File: config.mk
export PLATFORM = sky130hd
export DESIGN_NAME = cs_gated_fanout_reg
export DESIGN_NICKNAME = d
export VERILOG_FILES = /design/src/rtl/csf_pkg.sv /design/src/rtl/csf_rst_sync.sv /design/src/rtl/csf_gate.sv /design/src/rtl/csf_dual_reg.sv /design/src/rtl/cs_gated_fanout_reg.sv
export SDC_FILE = /design/constraint.sdc
export NUM_CORES = 1
export LEC_CHECK = 0
export ABC_AREA = 1
export BUFFER_PORTS_ARGS = -buffer_cell sky130_fd_sc_hd__buf_2
export CORE_ASPECT_RATIO = 1.75
export CORE_MARGIN = 1.5
export CORE_UTILIZATION = 25
export CTS_CLUSTER_SIZE = 40
export DETAILED_ROUTE_END_ITERATION = 12
export HOLD_SLACK_MARGIN = 0.05
export PLACE_DENSITY = 0.49
export SLEW_MARGIN = 20
export SYNTH_ARGS = -nofsm -noshare
export SYNTH_HDL_FRONTEND = slang
export SYNTH_SLANG_ARGS = --single-unit
File: constraint.sdc
create_clock -name clk -period 1.3 [get_ports clk]
set_clock_uncertainty 0.2 [all_clocks]
set_input_delay 0.13 -clock clk [delete_from_list [all_inputs] [get_ports clk]]
set_output_delay 0.13 -clock clk [all_outputs]
set_load 0.01 [all_outputs]
File: src/rtl/csf_pkg.sv
package csf_pkg;
  localparam int COPIES = 2;
  localparam int COPY_A = 0;
  localparam int COPY_B = 1;
  localparam int RST_STAGES = 2;
endpackage

File: src/rtl/csf_rst_sync.sv
module csf_rst_sync #(
  parameter int STAGES = 2
) (
  input  logic clk,
  input  logic rst_n,
  output logic rst_n_sync
);
  logic [STAGES-1:0] sr_q, sr_d;

  always_comb sr_d = {sr_q[STAGES-2:0], 1'b1};

  always_ff @(posedge clk or negedge rst_n) begin
    if (!rst_n) sr_q <= '0;
    else        sr_q <= sr_d;
  end

  assign rst_n_sync = sr_q[STAGES-1];
endmodule

File: src/rtl/csf_gate.sv
module csf_gate #(
  parameter int NUM_CS = 2
) (
  input  logic              gate_en,
  input  logic [NUM_CS-1:0] cs_n,
  output logic              cap_en
);
  logic any_sel;

  always_comb begin
    any_sel = (cs_n != {NUM_CS{1'b1}});
    cap_en  = !gate_en || any_sel;
  end
endmodule

File: src/rtl/csf_dual_reg.sv
module csf_dual_reg #(
  parameter int W      = 8,
  parameter int COPIES = 2
) (
  input  logic                      clk,
  input  logic                      rst_n,
  input  logic                      en,
  input  logic [W-1:0]              d,
  output logic [COPIES-1:0][W-1:0]  q
);
  for (genvar c = 0; c < COPIES; c++) begin : g_copy
    logic [W-1:0] r_q, r_d;

    always_comb r_d = en ? d : r_q;

    always_ff @(posedge clk or negedge rst_n) begin
      if (!rst_n) r_q <= '0;
      else        r_q <= r_d;
    end

    assign q[c] = r_q;
  end
endmodule

File: src/rtl/cs_gated_fanout_reg.sv
module cs_gated_fanout_reg
  import csf_pkg::*;
#(
  parameter int DATA_W  = 22,
  parameter int NUM_CS  = 2,
  parameter int NUM_CKE = 2,
  parameter int NUM_ODT = 2
) (
  input  logic               clk,
  input  logic               rst_n,
  input  logic               gate_en,
  input  logic [NUM_CS-1:0]  cs_n,
  input  logic [DATA_W-1:0]  d,
  input  logic [NUM_CKE-1:0] cke,
  input  logic [NUM_ODT-1:0] odt,
  output logic [DATA_W-1:0]  q_a,
  output logic [DATA_W-1:0]  q_b,
  output logic [NUM_CS-1:0]  qcs_a_n,
  output logic [NUM_CS-1:0]  qcs_b_n,
  output logic [NUM_CKE-1:0] qcke_a,
  output logic [NUM_CKE-1:0] qcke_b,
  output logic [NUM_ODT-1:0] qodt_a,
  output logic [NUM_ODT-1:0] qodt_b
);
  localparam int CTL_W = NUM_CS + NUM_CKE + NUM_ODT;

  logic                          rst_n_int;
  logic                          data_en;
  logic [CTL_W-1:0]              ctl_in;
  logic [COPIES-1:0][CTL_W-1:0]  ctl_q;
  logic [COPIES-1:0][DATA_W-1:0] data_q;

  csf_rst_sync #(.STAGES(RST_STAGES)) u_rst (
    .clk(clk), .rst_n(rst_n), .rst_n_sync(rst_n_int)
  );

  csf_gate #(.NUM_CS(NUM_CS)) u_gate (
    .gate_en(gate_en), .cs_n(cs_n), .cap_en(data_en)
  );

  csf_dual_reg #(.W(DATA_W), .COPIES(COPIES)) u_data (
    .clk(clk), .rst_n(rst_n_int), .en(data_en), .d(d), .q(data_q)
  );

  assign ctl_in = {cs_n, cke, odt};

  csf_dual_reg #(.W(CTL_W), .COPIES(COPIES)) u_ctl (
    .clk(clk), .rst_n(rst_n_int), .en(1'b1), .d(ctl_in), .q(ctl_q)
  );

  assign q_a     = data_q[COPY_A];
  assign q_b     = data_q[COPY_B];
  assign qcs_a_n = ctl_q[COPY_A][CTL_W-1 -: NUM_CS];
  assign qcs_b_n = ctl_q[COPY_B][CTL_W-1 -: NUM_CS];
  assign qcke_a  = ctl_q[COPY_A][NUM_ODT +: NUM_CKE];
  assign qcke_b  = ctl_q[COPY_B][NUM_ODT +: NUM_CKE];
  assign qodt_a  = ctl_q[COPY_A][0 +: NUM_ODT];
  assign qodt_b  = ctl_q[COPY_B][0 +: NUM_ODT];
endmodule

==> results.md <==
- Post-Layout Cell Count: 281
- Final instance area: 2000 um2
- Vias in the first global route: 1143
- PortBufs: 86
- Post-DP HPWL: 2260 um
- Post-Syn Area: 1310 um2
- Grt total ovfl: 0
- Via Count: 1225
- Cells after DPL: 243
- CTS sink count: 30
- Via density: 4.36
- Core area: 5020 um2
- Max IR drop VDD: 0.000299 V
- Final wirelength: 3540 um
- Worst setup SP type: input port
- Die X: 57.8 um
- CP arrival: 1260 ps
- Layout cells sized above 1: 43.2%
- Cts bufs inserted: 5
- H-tree depth: 2
- # setup viols final: 0
- Number of synthesis warnings: 0
- CP Max Fanout: 22
- RSZ-0062 raised after global routing: false
- Final Hold Viols: 0
- Tmin final: 1250 ps
- Reg2Reg Depth: 2
- Synth Area in Simple Gates: 23.5%
- Post-route DRC: 9
- First DRT Iteration DRCs: 44
- Cell Pwr Density: 1120 nW/um2
- Global-route wire length before repair: 5350 um
- Cell taking the most area after synthesis: dfrtp_1
- Fill count: 517
- Max-slew violations: 0
- Final Wtd Congestion: 0.682
- GRT Total Usage: 12.3%
- Pin count of the biggest net entering global routing: 29
- Synthesized area per cell: 9.79 um2
- Tcrit/Tclk final: 95.9%
- Proportion of synthesized area in mux cells: 0%
- # rows: 34
- FF-to-FF End: u_data.g_copy[0].r_q[7]
- Die ar.: 5710 um2
- Worst setup EP type: register
- Min-delay worst type: reg -> async
- Synth top area cells: dfrtp_1, buf_4, nand2_1
- Leakage Power: 1.08 nW
- CP required: 1310 ps
- Drt pass-1 iters: 8
- CTS tree: yes
- Ant. Diodes: 0
- Syn-to-layout area delta: 52.1%
- Outcome: complete, but fails checks
- Synth Net Count: 165
- Post-DP Area: 1600 um2
- Max clock buf depth: 2
- Seq cells post-synth: 30
- Number of max-cap violations: 0
- Worst skew pair latency: 270 ps
- Initial antenna violation count: 0
- Die height: 98.9 um
- Starting Density: 26.1%
- Total chip power: 2.23 mW
- Synth Area in Compound Gates: 0%
- Largest family of logic cells by synthesized area: simple AND/OR/NAND/NOR gates
- I/O Pins: 87
- Multi-input logic area: 312 um2
- FMAX: 802 MHz
- Final core occ: 39.8%
- Clk slew on worst S/H paths: 60 ps
- Clock Tree Root: clkbuf_8
- Post-route setup TNS: 0 ps
- Post-synth top area share: 57.2%
- Routed wire per std cell: 12.6 um
- R2R Setup Slk: 460 ps
- Layout Nets: 257
- Synthesized instance count: 134
- Sequential share of the synthesized area: 57.2%
- Post-Synth XOR/XNOR Area: 0%
- Register area: 751 um2
- Yosys cell types: 7
- R2r startpoint: u_data.g_copy[0].r_q[7]
- Adder-cell share of the synthesized area: 0%
- Failing checks: DRC
- Post-DRT Antenna Nets: 0
- Critical path class: in -> reg
[registers in the layout, summed over array words and instances (netlist names)]
| register | cells |
|---|---|
| u_rst.sr_q | 2 |
| u_data.g_copy.r_q | 22 |
| u_ctl.g_copy.r_q | 6 |
[power breakdown]
group	leakage, nW	internal, mW	switching, mW
clock	0.0482	0.426	0.338
combinational	0.683	0.209	0.216
sequential	0.353	0.999	0.0424
[cells by family after synthesis]
kind of cell | count (synthesis)
buffers and inverters | 36
DFF | 30
other | 1
and+or+nand+nor | 67
[per-layer routing]
metal  GRT usage [%]  wire (um)  vias up
li1                -          -      597
met1            14.1       1430      560
met2            20.1       1780       57
met3            2.36        198       11
met4            8.41        130        0
met5               0          0        -
[synth_stat cells (all sizes together)]
| library cell | n |
|---|---|
| nand2 | 44 |
| buf | 36 |
| dfrtp | 30 |
| nand4 | 22 |
| conb | 1 |
| nand3 | 1 |
[timing repair]
item / 4_1_cts / 5_1_grt
gates resized for setup: 0 / 2
endpoints found under the setup margin: 0 / 20
hold buffers: 30 / 0
hold endpoints to repair: 30 / 0
setup buffers: 0 / 0
[per-stage QoR]
stage / hold slack (ps) / worst slack, ps
detailed placement: -282 / 305
CTS: 63.5 / 47.3
finish: 44.5 / 53.1
floorplan: -366 / 204
global route: 89.3 / 2.24
global placement: -285 / 307
[cell type report]
class	instances	share of cell area, %
Clock inverter	1	0.251
Clock buffer	7	4.32
Sequential cell	30	37.6
Multi-Input combinational cell	68	15.6
Tap cell	54	3.38
Timing Repair Buffer	121	38.8
[worst max-delay path, cell delays in order]
cell and delay (ps):
dlygate4sd3_1 560, buf_2 140, nand3_1 90, buf_6 200
nand2_1 80, nand2_1 60
[worst max-delay path by stage]
stage	start	endpoint
after global placement	cs_n[0]	u_data.g_copy[0].r_q[7]
after global routing	cs_n[1]	u_data.g_copy[0].r_q[10]
after CTS	cs_n[1]	u_data.g_copy[0].r_q[18]
after floorplan	u_rst.sr_q[1]	u_ctl.g_copy[1].r_q[0]
final	cs_n[0]	u_data.g_copy[0].r_q[1]
after detailed placement	cs_n[1]	u_data.g_copy[0].r_q[1]
[cell usage in the layout (no fill, tap or decap)]
cell type      Yosys  routed
clkinv_2           0       1
nand2_1           44      44
clkbuf_8           0       6
nand3_1            1       1
clkbuf_1           0       1
nand4_1           22      22
dfrtp_1           30      30
dlygate4sd3_1      0      30
buf_6              0       2
conb_1             1       1
buf_4             28       3
buf_2              8      86
Power figures use the tool's default switching activity.
